File: src/rtl/tmr8_pkg.sv
package tmr8_pkg;

  typedef enum logic [2:0] {
    CS_STOP     = 3'd0,
    CS_DIV1     = 3'd1,
    CS_DIV8     = 3'd2,
    CS_DIV64    = 3'd3,
    CS_DIV256   = 3'd4,
    CS_DIV1024  = 3'd5,
    CS_EXT_FALL = 3'd6,
    CS_EXT_RISE = 3'd7
  } clk_sel_e;

  localparam logic [2:0] ADR_COUNT = 3'd0;
  localparam logic [2:0] ADR_CMP   = 3'd1;
  localparam logic [2:0] ADR_MASK  = 3'd2;
  localparam logic [2:0] ADR_FLAG  = 3'd3;
  localparam logic [2:0] ADR_CTRL  = 3'd4;

  // log2 of the prescaler divisor for a clock-select code
  function automatic int unsigned div_shift(clk_sel_e sel);
    case (sel)
      CS_DIV8:    return 3;
      CS_DIV64:   return 6;
      CS_DIV256:  return 8;
      CS_DIV1024: return 10;
      default:    return 0;
    endcase
  endfunction

  // Tick when the low 'sh' prescaler bits are all ones
  function automatic logic pre_tick(logic [15:0] pre, int unsigned sh);
    logic [15:0] m;
    m = 16'((32'd1 << sh) - 32'd1);
    return (pre & m) == m;
  endfunction

endpackage

File: src/rtl/tmr8_tick_gen.sv
module tmr8_tick_gen
  import tmr8_pkg::*;
#(
  parameter int PRE_W = 10
) (
  input  logic     clk,
  input  logic     rst_n,
  input  clk_sel_e cs,
  input  logic     ext_pin,
  output logic     tick
);

  logic [PRE_W-1:0] pre;
  logic             sync1, sync2, prev;
  logic             ext_rise, ext_fall;

  always_ff @(posedge clk) begin
    if (!rst_n) pre <= '0;
    else        pre <= pre + 1'b1;
  end

  always_ff @(posedge clk) begin
    if (!rst_n) begin
      sync1 <= 1'b0;
      sync2 <= 1'b0;
      prev  <= 1'b0;
    end else begin
      sync1 <= ext_pin;
      sync2 <= sync1;
      prev  <= sync2;
    end
  end

  assign ext_rise = sync2 & ~prev;
  assign ext_fall = ~sync2 & prev;

  always_comb begin
    case (cs)
      CS_STOP:     tick = 1'b0;
      CS_EXT_FALL: tick = ext_fall;
      CS_EXT_RISE: tick = ext_rise;
      default:     tick = pre_tick(16'(pre), div_shift(cs));
    endcase
  end

  AST_EXT_SPACED: assert property (@(posedge clk) disable iff (!rst_n)
    (cs[2:1] == 2'b11 && tick) |=> (!tick || cs != $past(cs)));

endmodule

File: src/rtl/tmr8_count_core.sv
module tmr8_count_core #(
  parameter int DW = 8
) (
  input  logic          clk,
  input  logic          rst_n,
  input  logic          tick,
  input  logic          cnt_wr,
  input  logic          cmp_wr,
  input  logic [DW-1:0] wdata,
  output logic [DW-1:0] cnt,
  output logic [DW-1:0] cmp,
  output logic          match_evt,
  output logic          ovf_evt,
  output logic          cmp_out
);

  localparam logic [DW-1:0] CNT_MAX = '1;

  logic blk;

  always_ff @(posedge clk) begin
    if (!rst_n) begin
      cnt <= '0;
      blk <= 1'b0;
    end else if (cnt_wr) begin
      cnt <= wdata;
      blk <= 1'b1;
    end else if (tick) begin
      cnt <= cnt + 1'b1;
      blk <= 1'b0;
    end
  end

  always_ff @(posedge clk) begin
    if (!rst_n)      cmp <= '0;
    else if (cmp_wr) cmp <= wdata;
  end

  assign match_evt = tick & ~cnt_wr & ~blk & (cnt == cmp);
  assign ovf_evt   = tick & ~cnt_wr & (cnt == CNT_MAX);

  always_ff @(posedge clk) begin
    if (!rst_n)         cmp_out <= 1'b0;
    else if (match_evt) cmp_out <= ~cmp_out;
  end

  AST_MATCH_TOGGLES: assert property (@(posedge clk) disable iff (!rst_n)
    match_evt |=> (cmp_out != $past(cmp_out)));
  AST_WRITE_BLOCKS: assert property (@(posedge clk) disable iff (!rst_n)
    cnt_wr |=> !match_evt);
  AST_OVF_WRAPS: assert property (@(posedge clk) disable iff (!rst_n)
    ovf_evt |=> (cnt == '0));
  AST_WRITE_WINS: assert property (@(posedge clk) disable iff (!rst_n)
    cnt_wr |=> (cnt == $past(wdata)));

endmodule

File: src/rtl/tmr8_irq_regs.sv
module tmr8_irq_regs (
  input  logic       clk,
  input  logic       rst_n,
  input  logic       mask_wr,
  input  logic       flag_wr,
  input  logic [1:0] wd_hi,
  input  logic       match_evt,
  input  logic       ovf_evt,
  input  logic       glb_ie,
  output logic [1:0] mask_q,
  output logic [1:0] flag_q,
  output logic       irq_cmp,
  output logic       irq_ovf
);

  logic [1:0] clr;
  logic [1:0] set;

  assign clr = flag_wr ? wd_hi : 2'b00;
  assign set = {match_evt, ovf_evt};

  always_ff @(posedge clk) begin
    if (!rst_n)       mask_q <= 2'b00;
    else if (mask_wr) mask_q <= wd_hi;
  end

  always_ff @(posedge clk) begin
    if (!rst_n) flag_q <= 2'b00;
    else        flag_q <= set | (flag_q & ~clr);
  end

  assign irq_cmp = flag_q[1] & mask_q[1] & glb_ie;
  assign irq_ovf = flag_q[0] & mask_q[0] & glb_ie;

  AST_CMP_FLAG_SRC: assert property (@(posedge clk) disable iff (!rst_n)
    $rose(flag_q[1]) |-> $past(match_evt));
  AST_OVF_FLAG_SRC: assert property (@(posedge clk) disable iff (!rst_n)
    $rose(flag_q[0]) |-> $past(ovf_evt));
  AST_ZERO_KEEPS: assert property (@(posedge clk) disable iff (!rst_n)
    (flag_wr && !wd_hi[1] && flag_q[1]) |=> flag_q[1]);
  AST_IRQ_GATED: assert property (@(posedge clk) disable iff (!rst_n)
    (irq_cmp || irq_ovf) |-> glb_ie);

endmodule

File: src/rtl/tmr8_top.sv
module tmr8_top
  import tmr8_pkg::*;
#(
  parameter int DW    = 8,
  parameter int PRE_W = 10
) (
  input  logic          clk,
  input  logic          rst_n,
  input  logic          bus_en,
  input  logic          bus_we,
  input  logic [2:0]    bus_addr,
  input  logic [DW-1:0] bus_wdata,
  output logic [DW-1:0] bus_rdata,
  input  logic          ext_pin,
  input  logic          glb_ie,
  output logic          cmp_out,
  output logic          irq_cmp,
  output logic          irq_ovf
);

  localparam int LOW_W = DW - 2;

  logic          wr;
  logic          cnt_wr, cmp_wr, mask_wr, flag_wr, ctrl_wr;
  clk_sel_e      cs;
  logic          tick;
  logic [DW-1:0] cnt, cmp;
  logic          match_evt, ovf_evt;
  logic [1:0]    mask_q, flag_q;

  assign wr      = bus_en & bus_we;
  assign cnt_wr  = wr & (bus_addr == ADR_COUNT);
  assign cmp_wr  = wr & (bus_addr == ADR_CMP);
  assign mask_wr = wr & (bus_addr == ADR_MASK);
  assign flag_wr = wr & (bus_addr == ADR_FLAG);
  assign ctrl_wr = wr & (bus_addr == ADR_CTRL);

  always_ff @(posedge clk) begin
    if (!rst_n)       cs <= CS_STOP;
    else if (ctrl_wr) cs <= clk_sel_e'(bus_wdata[2:0]);
  end

  tmr8_tick_gen #(.PRE_W(PRE_W)) u_tick (
    .clk     (clk),
    .rst_n   (rst_n),
    .cs      (cs),
    .ext_pin (ext_pin),
    .tick    (tick)
  );

  tmr8_count_core #(.DW(DW)) u_core (
    .clk       (clk),
    .rst_n     (rst_n),
    .tick      (tick),
    .cnt_wr    (cnt_wr),
    .cmp_wr    (cmp_wr),
    .wdata     (bus_wdata),
    .cnt       (cnt),
    .cmp       (cmp),
    .match_evt (match_evt),
    .ovf_evt   (ovf_evt),
    .cmp_out   (cmp_out)
  );

  tmr8_irq_regs u_irq (
    .clk       (clk),
    .rst_n     (rst_n),
    .mask_wr   (mask_wr),
    .flag_wr   (flag_wr),
    .wd_hi     (bus_wdata[DW-1:DW-2]),
    .match_evt (match_evt),
    .ovf_evt   (ovf_evt),
    .glb_ie    (glb_ie),
    .mask_q    (mask_q),
    .flag_q    (flag_q),
    .irq_cmp   (irq_cmp),
    .irq_ovf   (irq_ovf)
  );

  always_comb begin
    case (bus_addr)
      ADR_COUNT: bus_rdata = cnt;
      ADR_CMP:   bus_rdata = cmp;
      ADR_MASK:  bus_rdata = {mask_q, {LOW_W{1'b0}}};
      ADR_FLAG:  bus_rdata = {flag_q, {LOW_W{1'b0}}};
      ADR_CTRL:  bus_rdata = DW'(cs);
      default:   bus_rdata = '0;
    endcase
  end

  AST_STOP_HOLDS: assert property (@(posedge clk) disable iff (!rst_n)
    (cs == CS_STOP && !cnt_wr) |=> $stable(cnt));
  AST_CS_DECODE: assert property (@(posedge clk) disable iff (!rst_n)
    ctrl_wr |=> (cs == clk_sel_e'($past(bus_wdata[2:0]))));

endmodule

File: config.mk
export PLATFORM = sky130hd
export DESIGN_NAME = tmr8_top
export DESIGN_NICKNAME = d
export VERILOG_FILES = /design/src/rtl/tmr8_pkg.sv /design/src/rtl/tmr8_tick_gen.sv /design/src/rtl/tmr8_count_core.sv /design/src/rtl/tmr8_irq_regs.sv /design/src/rtl/tmr8_top.sv
export SDC_FILE = /design/constraint.sdc
export NUM_CORES = 1
export LEC_CHECK = 0
export BUFFER_PORTS_ARGS = -buffer_cell sky130_fd_sc_hd__buf_2
export CAP_MARGIN = 40
export CORE_MARGIN = 3
export CORE_UTILIZATION = 36
export CTS_CLUSTER_DIAMETER = 80
export DETAILED_ROUTE_END_ITERATION = 6
export GPL_TIMING_DRIVEN = 0
export PLACE_DENSITY = 0.6
export RECOVER_POWER = 50
export SYNTH_ARGS = -nofsm -noshare
export SYNTH_HDL_FRONTEND = slang
export SYNTH_HIERARCHICAL = 1
export SYNTH_SLANG_ARGS = --single-unit
export TNS_END_PERCENT = 1
File: constraint.sdc
create_clock -name clk -period 4.1 [get_ports clk]
set_input_delay 0.41 -clock clk [delete_from_list [all_inputs] [get_ports clk]]
set_output_delay 0.41 -clock clk [all_outputs]
set_load 0.01 [all_outputs]
==> results of run 1 <==
[routing by layer]
metal	GRT usage, %	up-vias	routed length (microns)
met5	0	-	0
met4	4.49	0	37
met3	3.36	5	206
met2	20.6	36	1860
met1	21.7	775	2430
li1	-	880	-
[where the power goes]
| group | total, uW | switching, uW | internal, uW |
|---|---|---|---|
| combinational | 56.2 | 31.9 | 24.3 |
| clock | 252 | 122 | 130 |
| sequential | 384 | 7.76 | 376 |
[flip-flops by register name, indices dropped and copies added, names as in the netlist]
signal	count
u_tick/sync1	1
cs	3
u_irq/mask_q	2
u_core/cmp	8
u_tick/prev	1
u_core/blk	1
u_core/cmp_out	1
u_irq/flag_q	2
u_core/cnt	8
u_tick/sync2	1
u_tick/pre	10
[kinds of logic (layout without fill, tap and decap cells)]
group | count (synthesis) | count (layout) | synth area share, %
adders and majority gates | 3 | 3 | 1.80
other | 1 | 1 | 0.180
AOI/OAI and AO/OA | 29 | 29 | 8.94
buffers and inverters | 18 | 50 | 4.02
and+or+nand+nor | 99 | 99 | 26.2
xor gates and xnor gates | 21 | 21 | 8.82
muxes | 25 | 25 | 13.6
DFF | 38 | 38 | 36.5
[area by class of cell]
class                           instances  area [sq um]  area share (%)
Sequential cell                        38           761            32.2
Timing Repair Buffer                   26           121            5.14
Buffer                                 10          51.3            2.17
Inverter                                8          30.0            1.27
Tap cell                               72          90.1            3.81
Clock buffer                            6          82.6            3.50
Multi-Input combinational cell        178          1230            51.9
[final timing paths]
check	from	endpoint	slack [ps]
min reg2reg	u_tick/sync1	u_tick/sync2	440
max	cs[2]	u_irq/flag_q[1]	1530
min	ext_pin	u_tick/sync1	330
max reg2reg	cs[2]	u_irq/flag_q[1]	1530
[cells in the mapped netlist, drive strengths merged (2+ instances only)]
| library cell | instances | area share, % |
|---|---|---|
| nor3 | 8 | 1.9 |
| or2b | 2 | 0.72 |
| nand4 | 5 | 1.5 |
| inv | 8 | 1.4 |
| buf | 7 | 2.0 |
| nand2b | 2 | 0.60 |
| nor4b | 3 | 2.0 |
| nand2 | 19 | 3.4 |
| or2 | 3 | 0.90 |
| o21a | 2 | 0.72 |
| o21ai | 8 | 1.9 |
| a31oi | 2 | 0.60 |
| a21oi | 9 | 2.2 |
| mux2i | 23 | 11 |
| xor2 | 3 | 1.3 |
| and3 | 5 | 1.5 |
| clkbuf | 3 | 0.54 |
| o311a | 2 | 0.96 |
| mux4 | 2 | 2.5 |
| xnor2 | 18 | 7.6 |
| dfxtp | 38 | 36 |
| nor2b | 6 | 1.8 |
| ha | 3 | 1.8 |
| nor4 | 2 | 0.60 |
| nand3 | 8 | 1.9 |
| nor2 | 19 | 3.5 |
| and2 | 11 | 3.3 |
[metrics by stage]
| stage | cells | hold slack [ps] | cell area [sq um] |
|---|---|---|---|
| final | 338 | 329 | 2360 |
| after global routing | 338 | 343 | 2360 |
| after global placement | 332 | 415 | 2310 |
| after floorplan | 234 | 406 | 2090 |
| after CTS | 338 | 320 | 2390 |
| after detailed placement | 332 | 420 | 2310 |
==> flow_metrics.env, run 1 <==
export IMPL_skew_ps=5.54
export IMPL_route_detailed_drc=0
export IMPL_dp_slack_ps=1570
export IMPL_nets=287
export IMPL_hold_path_class="input pin to flip-flop"
export IMPL_fin_crit_sh_pct=62.7
export IMPL_synth_area_per_cell_sq_um=8.91
export IMPL_cts_resized=0
export IMPL_cts_buffers=5
export IMPL_cts_tree="built"
export IMPL_die_h_microns=82.1
export IMPL_slew_headroom_pct=33.5
export IMPL_critPathSlowestCell="dfxtp_1"
export IMPL_cts_buffer_depth=2
export IMPL_synth_ff_type="dfxtp_1"
export IMPL_path_buf_inv=1
export IMPL_rr_worst_depth=11
export IMPL_grt_use_total_pct=14.6
export IMPL_synth_edf_count=0
export IMPL_final_util_pct=42.6
export IMPL_ys_warnings_count=6
export IMPL_setup_viol=0
export IMPL_start_util_pct=37.6
export IMPL_hold_violations=0
export IMPL_core_region_area_sq_um=5540
export IMPL_layout_min_cycle_time_ps=2570
export IMPL_cts_sinks=38
export IMPL_grt_pass1_wl_microns=7510
export IMPL_ant_nets=0
export IMPL_setup_ws_ps=1530
export IMPL_fmax_ghz=0.389
export IMPL_die_area_sq_um=6740
export IMPL_insertion_delay_ps=280
export IMPL_critPathMaxStageDelay_ps=440
export IMPL_seq_area_frac_synth_pct=36.5
export IMPL_rsz0062_at_grt="no"
export IMPL_cap_violations=0
export IMPL_syn_nets=254
export IMPL_syn2layout_area_growth_pct=13.3
export IMPL_crit_type="flip-flop to flip-flop"
export IMPL_end_kind="flip-flop"
export IMPL_power_density_nw_per_um2=293
export IMPL_worstPathArrival_ps=2780
export IMPL_rows=27
export IMPL_clk_pin_slew_ps=70
export IMPL_finalPower_uw=692
export IMPL_synth_seq_cells=38
export IMPL_synth_cell_types=46
export IMPL_async_reset_ff_share_pct=0
export IMPL_post_cts_buffers=0
export IMPL_fillers=606
export IMPL_grt_pass1_vias=1540
export IMPL_ios=28
export IMPL_slew_viol_final=0
export IMPL_status="finished, final reports clean"
export IMPL_die_w_microns=82.1
export IMPL_vias=1696
export IMPL_cts_htree_levels=2
export IMPL_path_max_fanout=10
export IMPL_vias_per_cell=5.02
export IMPL_crit_family="simple AND/OR/NAND/NOR gates"
export IMPL_fin_tns_setup_ps=0
export IMPL_cp_cell_sequence="xor2_1 > ha_1 > and2b_1 > a221oi_2 > a32o_1 > buf_6 > nor3b_2 > nand4_1 > nor3_1 > o21ai_0 > a31oi_1"
export IMPL_drive_above_1_share_pct=13.2
export IMPL_synth_cells=234
export IMPL_dp_hpwl_microns=3360
export IMPL_grt_overflow=0
export IMPL_vdd_drop_max_mv=0.113
export IMPL_antenna_cells=0
export IMPL_cts_hold_buf=0
export IMPL_gp_congestion=0.843
export IMPL_final_cell_mix="dfxtp_1, mux2i_1, buf_2"
export IMPL_root_buffer="clkbuf_8"
export IMPL_p_leak_uw=0.000878
export IMPL_final_common_cell="dfxtp_1"
export IMPL_antenna_found_initial=0
export IMPL_first_pass_iters=4
export IMPL_tightest_slew_ps=984
export IMPL_critPathLaunchType="flip-flop"
export IMPL_worst_ep_required_time_ps=4310
export IMPL_hold_depth=2
export IMPL_mappedNetlistArea_sq_um=2090
export IMPL_worst_path_stages=11
export IMPL_wire_per_inst_microns=13.4
export IMPL_routed_wl_microns=4540
export IMPL_numPortBuffers=26
export IMPL_first_iter_violations=76
export IMPL_grt_max_degree=19
(Power assumes the default switching activity.)
==> inputs of run 2 (changes only) <==
--- a/config.mk
+++ b/config.mk
@@ -5,6 +5,7 @@
 export SDC_FILE = /design/constraint.sdc
 export NUM_CORES = 1
 export LEC_CHECK = 0
+export ABC_AREA = 1
 export BUFFER_PORTS_ARGS = -buffer_cell sky130_fd_sc_hd__buf_2
 export CAP_MARGIN = 40
 export CORE_MARGIN = 3
==> constraint.sdc (replaced) <==
create_clock -name clk -period 2.5 [get_ports clk]
set_input_delay 0.25 -clock clk [delete_from_list [all_inputs] [get_ports clk]]
set_output_delay 0.25 -clock clk [all_outputs]
set_load 0.01 [all_outputs]
==> run 2 against run 1 <==
Cell count is 40% higher. Synthesized cell count is 53% higher. Wire length rose by 29%. Critical path depth grew 8. Sequential cell count stayed put. Clock skew barely moved. Via count grew 37%. Non-clock buffer count rose by 5. Register-to-register slack got worse by 1400 ps. Utilization is 1.3 points higher. Highest routed layer unchanged.
==> flow_metrics.env, run 2 <==
export IMPL_status="finished, final reports clean"
export IMPL_ys_top_cells_by_count="nand2_1, inv_1, nor2_1"
export IMPL_vdd_drop_max_mv=0.292
export IMPL_nets=418
export IMPL_grt_pass1_wl_microns=9460
export IMPL_grt_use_met3_pct=3.07
export IMPL_grt_use_total_pct=16.3
export IMPL_cts_htree_levels=2
export IMPL_finalPower_uw=1300
export IMPL_use_met1_pct=19.5
export IMPL_busiest_layer="met2"
export IMPL_synth_top_cell_area_share_pct=33.2
export IMPL_vias_per_cell=4.89
export IMPL_insertion_delay_ps=300
export IMPL_final_common_cell="nand2_1"
export IMPL_first_pass_iters=4
export IMPL_grtUsageMet2_pct=28.5
export IMPL_first_iter_violations=79
export IMPL_final_cell_mix="nand2_1, inv_1, nor2_1"
export IMPL_grt_overflow=0
export IMPL_p_leak_uw=0.00121
export IMPL_ios=28
export IMPL_slew_viol_final=0
export IMPL_die_h_microns=85.8
export IMPL_synth_area_leaders="dfxtp_1, nand2_1, inv_1"
export IMPL_start_util_pct=38.0
export IMPL_skew_ps=5.47
export IMPL_pwr_share_seq_pct=48.8
export IMPL_mappedNetlistArea_sq_um=2290
export IMPL_slew_headroom_pct=26.1
export IMPL_antenna_cells=0
export IMPL_async_reset_ff_share_pct=0
export IMPL_die_w_microns=85.8
export IMPL_synth_area_per_cell_sq_um=6.40
export IMPL_synth_seq_cells=38
export IMPL_grt_max_degree=12
export IMPL_switching_share_pct=25.3
export IMPL_pwr_share_comb_pct=10.7
export IMPL_cts_hold_buf=0
export IMPL_largest_register="u_tick/pre"
export IMPL_dp_hpwl_microns=4360
export IMPL_path_max_fanout=6
export IMPL_synth_edf_count=0
export IMPL_cts_buffers=5
export IMPL_p_int_uw=970
export IMPL_rsz0062_at_grt="yes"
export IMPL_wire_per_inst_microns=12.3
export IMPL_critPathLaunchType="flip-flop"
export IMPL_layout_min_cycle_time_ps=2410
export IMPL_seq_area_frac_synth_pct=33.2
export IMPL_fin_tns_setup_ps=0
export IMPL_drive_above_1_share_pct=15.5
export IMPL_reg_top3="u_tick/pre (10), u_core/cmp (8), u_core/cnt (8)"
export IMPL_crit_type="flip-flop to flip-flop"
export IMPL_cts_tree="built"
export IMPL_cts_sinks=38
export IMPL_vias=2317
export IMPL_core_region_area_sq_um=6030
export IMPL_clkPwrFrac_pct=40.4
export IMPL_ys_warnings_count=6
export IMPL_syn2layout_area_growth_pct=15.6
export IMPL_syn_nets=378
export IMPL_synth_ff_type="dfxtp_1"
export IMPL_route_detailed_drc=0
export IMPL_numPortBuffers=26
export IMPL_gp_congestion=0.880
export IMPL_worst_ep_required_time_ps=2740
export IMPL_fmax_ghz=0.415
export IMPL_root_buffer="clkbuf_8"
export IMPL_rows=28
export IMPL_synth_cells=358
export IMPL_yosysMostFrequentCell="nand2_1"
export IMPL_switching_power_uw=328
export IMPL_clk_pin_slew_ps=80
export IMPL_ant_nets=0
export IMPL_cap_violations=0
export IMPL_cts_buffer_depth=2
export IMPL_yosys_area_top_type="dfxtp_1"
export IMPL_largest_reg_flops=10
export IMPL_end_kind="flip-flop"
export IMPL_worstPathArrival_ps=2640
export IMPL_setup_viol=0
export IMPL_grt_pass1_vias=2113
export IMPL_tightest_slew_ps=1100
export IMPL_hold_violations=0
export IMPL_die_area_sq_um=7360
export IMPL_hold_path_class="input pin to flip-flop"
export IMPL_antenna_found_initial=0
export IMPL_power_density_nw_per_um2=490
export IMPL_synth_cell_types=31
export IMPL_fin_crit_sh_pct=96.4
export IMPL_routed_wl_microns=5840
-- run 2: changes by cell type after synthesis, moves of 6 or more --
cell / previous run / this run
a21oi_1: 9 / 15
o21ai_0: 5 / 22
inv_2: 0 / 7
xnor2_1: 18 / 2
nand2_1: 19 / 88
nand4_1: 5 / 13
and2_1: 11 / 0
inv_1: 8 / 52
nor2_1: 18 / 48
mux2i_1: 23 / 0
nor2b_1: 6 / 0
nand3_1: 8 / 20
-- run 2: repair_timing --
item / 4_1_cts / 5_1_grt
endpoints found under the setup margin: 1 / 2
gates resized for setup: 5 / 5
buffers inserted: 0 / 7
pin swaps: 0 / 2
-- run 2: kinds of logic (layout without fill, tap and decap cells) --
group	after synthesis	after routing	share of synthesized area, %
flip-flops	38	38	33.2
adder cells (fa/ha/maj)	3	3	1.64
other	1	1	0.164
buffers and inverters	67	108	12.2
AND/OR/NAND/NOR	198	198	39.5
AO/OA/AOI/OAI	44	44	10.3
XOR/XNOR	7	7	3.00
-- run 2: final timing paths --
path | from | end | slack (ps) | cells after the start
worst max-delay path | cs[2] | u_irq/flag_q[1] | 90 | 19
worst max register to register | cs[2] | u_irq/flag_q[1] | 90 | 19
worst min-delay path | ext_pin | u_tick/sync1 | 140 | 3
worst min register to register | u_tick/sync1 | u_tick/sync2 | 420 | 2
-- run 2: power groups by stage --
| stage | Combinational, uW | Clock [uW] | Sequential [uW] |
|---|---|---|---|
| after floorplan | 90.1 | 0 | 646 |
| after global placement | 132 | 0 | 650 |
| after detailed placement | 134 | 0 | 650 |
| after CTS | 136 | 541 | 634 |
| after global routing | 159 | 561 | 636 |
| final | 139 | 525 | 634 |
-- run 2: per-stage QoR --
step	area, sq um	setup slack (ps)	cells	util (%)	hold slack (ps)
3_3_place_gp	2520	-94.6	459	41.8	389
4_1_cts	2630	12.2	467	43.7	129
5_1_grt	2650	-127	474	44.0	152
2_1_floorplan	2290	315	358	-	348
3_5_place_dp	2520	-130	459	41.8	404
6_report	2650	91.0	474	44.0	140
-- run 2: metal layers --
| layer | up-vias | routed length, microns |
|---|---|---|
| met2 | 35 | 2950 |
| met1 | 1054 | 2590 |
| met3 | 8 | 220 |
| met4 | 0 | 86 |
| met5 | - | 0 |
| li1 | 1220 | - |
-- run 2: cell type report --
type / instances / area [sq um]
fillers: 683 / 3380
multi-input cells: 253 / 1220
flip-flops and latches: 38 / 768
inverters: 59 / 226
repair buffers: 33 / 173
well taps: 75 / 93.8
clock buffers: 7 / 76.3
plain buffers: 8 / 57.6
clock inverters: 1 / 30.0
-- run 2: worst max-delay path, cell delays in order (launching register included) --
cell and delay, ps:
dfxtp_4 380, inv_2 60, nand2_2 80, nand2_2 80, ha_2 320, or2_2 100
nand2_1 40, inv_1 50, nand3_1 50, nor2_1 110, nand3_1 90, nand2_2 120
nand2_4 100, inv_6 70, o21ai_0 80, nor3_1 170, nand4_1 110, nor2_1 150
inv_1 60, a21oi_1 130
==> inputs of run 3 (changes only) <==
==> constraint.sdc (replaced) <==
create_clock -name clk -period 2.6 [get_ports clk]
set_input_delay 0.26 -clock clk [delete_from_list [all_inputs] [get_ports clk]]
set_output_delay 0.26 -clock clk [all_outputs]
set_load 0.01 [all_outputs]
==> run 3 against run 2 <==
Fmax hardly changed. Design area is 0.24% lower. Utilization is 0.10 points lower. Critical endpoint unchanged. Largest cell class unchanged. Highest routed layer unchanged.
==> flow_metrics.env, run 3 (synthesized netlist as in run 2, its figures left out) <==
export IMPL_hold_slack_ps=150
export IMPL_hold_violations=0
export IMPL_antenna_cells=0
export IMPL_finalPower_uw=1250
export IMPL_cts_sinks=38
export IMPL_rr_worst_depth=19
export IMPL_routed_wl_microns=5850
export IMPL_cts_htree_levels=2
export IMPL_hold_path_class="input pin to flip-flop"
export IMPL_skew_ps=5.59
export IMPL_critPathSlowestCell="dfxtp_4"
export IMPL_slew_headroom_pct=26.2
export IMPL_numPortBuffers=26
export IMPL_nets=418
export IMPL_grt_pass1_wl_microns=9460
export IMPL_fin_cells=474
export IMPL_grt_use_total_pct=16.3
export IMPL_core_region_area_sq_um=6030
export IMPL_die_area_sq_um=7360
export IMPL_crit_family="simple AND/OR/NAND/NOR gates"
export IMPL_clk_pin_slew_ps=80
export IMPL_wire_per_inst_microns=12.3
export IMPL_antenna_found_initial=0
export IMPL_gp_congestion=0.880
export IMPL_worstPathArrival_ps=2640
export IMPL_status="finished, final reports clean"
export IMPL_crit_top_cell="nand2_2"
export IMPL_fin_crit_sh_pct=92.6
export IMPL_critPathMaxStageDelay_ps=380
export IMPL_drive_above_1_share_pct=15.5
export IMPL_worst_ep_required_time_ps=2840
export IMPL_critPathLaunchType="flip-flop"
export IMPL_vias=2320
export IMPL_worst_path_stages=19
export IMPL_setup_viol=0
export IMPL_die_h_microns=85.8
export IMPL_die_w_microns=85.8
export IMPL_rows=28
export IMPL_vdd_drop_max_mv=0.281
export IMPL_path_buf_inv=4
export IMPL_path_max_fanout=6
export IMPL_ios=28
export IMPL_cts_buffers=5
export IMPL_final_cell_mix="nand2_1, inv_1, nor2_1"
export IMPL_tightest_slew_ps=1100
export IMPL_cts_hold_buf=0
export IMPL_slew_viol_final=0
export IMPL_grt_overflow=0
export IMPL_rsz0062_at_grt="yes"
export IMPL_hold_depth=3
export IMPL_vias_per_cell=4.89
export IMPL_syn2layout_area_growth_pct=15.3
export IMPL_start_util_pct=38.0
export IMPL_placed_cells=459
export IMPL_first_pass_iters=4
export IMPL_insertion_delay_ps=300
export IMPL_largest_reg_flops=10
export IMPL_crit_type="flip-flop to flip-flop"
export IMPL_cp_cell_sequence="inv_2 > nand2_2 > nand2_2 > ha_2 > or2_2 > nand2_1 > inv_1 > nand3_1 > nor2_1 > nand3_1 > nand2_2 > nand2_4 > inv_6 > o21ai_0 > nor3_1 > nand4_1 > nor2_1 > inv_1 > a21oi_1"
export IMPL_reg_top3="u_tick/pre (10), u_core/cmp (8), u_core/cnt (8)"
export IMPL_root_buffer="clkbuf_8"
export IMPL_first_iter_violations=79
export IMPL_end_kind="flip-flop"
export IMPL_layout_min_cycle_time_ps=2410
export IMPL_ant_nets=0
export IMPL_cts_buffer_depth=2
export IMPL_cts_tree="built"
export IMPL_dp_hpwl_microns=4360
export IMPL_cap_violations=0
export IMPL_largest_register="u_tick/pre"
export IMPL_grt_max_degree=12
export IMPL_grt_pass1_vias=2113
export IMPL_route_detailed_drc=0
export IMPL_power_density_nw_per_um2=472
export IMPL_p_leak_uw=0.00122
export IMPL_fmax_ghz=0.415
export IMPL_final_common_cell="nand2_1"
run 3: worst reg2reg max path, cell delays in order, from the launching register on:
cell and delay, ps:
dfxtp_4 380, inv_2 60, nand2_2 80, nand2_2 80, ha_2 320, or2_2 100
nand2_1 40, inv_1 50, nand3_1 50, nor2_1 110, nand3_1 90, nand2_2 120
nand2_4 100, inv_6 70, o21ai_0 80, nor3_1 170, nand4_1 110, nor2_1 150
inv_1 60, a21oi_1 130
run 3: layout make-up:
type                            count  area [sq um]
Timing Repair Buffer               33           174
Fill cell                         686          3380
Inverter                           59           226
Multi-Input combinational cell    253          1220
Clock inverter                      1          30.0
Sequential cell                    38           768
Tap cell                           75          93.8
Clock buffer                        7          76.3
Buffer                              8          57.6
run 3: power by group:
group / internal (uW) / switching (uW) / leakage, uW
Combinational: 50.5 / 83.2 / 0.000855
Clock: 287 / 217 / 0.0000524
Sequential: 595 / 14.7 / 0.000310
run 3: worst paths after layout:
| check | from | endpoint | slack (ps) |
|---|---|---|---|
| setup / recovery | cs[2] | u_irq/flag_q[1] | 190 |
| hold / removal | ext_pin | u_tick/sync1 | 150 |
| setup reg to reg | cs[2] | u_irq/flag_q[1] | 190 |
| hold reg to reg | u_tick/sync1 | u_tick/sync2 | 410 |
run 3: through the flow:
step	util, %	instance area (sq um)	setup WS (ps)	TNS (ps)
3_5_place_dp	41.8	2520	-30.3	-30.3
4_1_cts	43.6	2630	30.3	0
6_report	43.9	2640	191	0
2_1_floorplan	-	2290	415	0
5_1_grt	43.9	2640	-26.8	-26.8
3_3_place_gp	41.8	2520	5.44	0
run 3: per-layer routing:
metal  GRT usage [%]  wire, microns  vias up
li1                -              -     1220
met1            19.5           2590     1057
met2            28.5           2950       35
met3            3.07            220        8
met4            6.91             86        0
met5               0              0        -
run 3: timing repair:
action                     4_1_cts  5_1_grt
cloned                           0        0
setup buffers                    0        7
pin swaps                        0        2
gates resized for setup          2        8
setup endpoints to repair        1        1
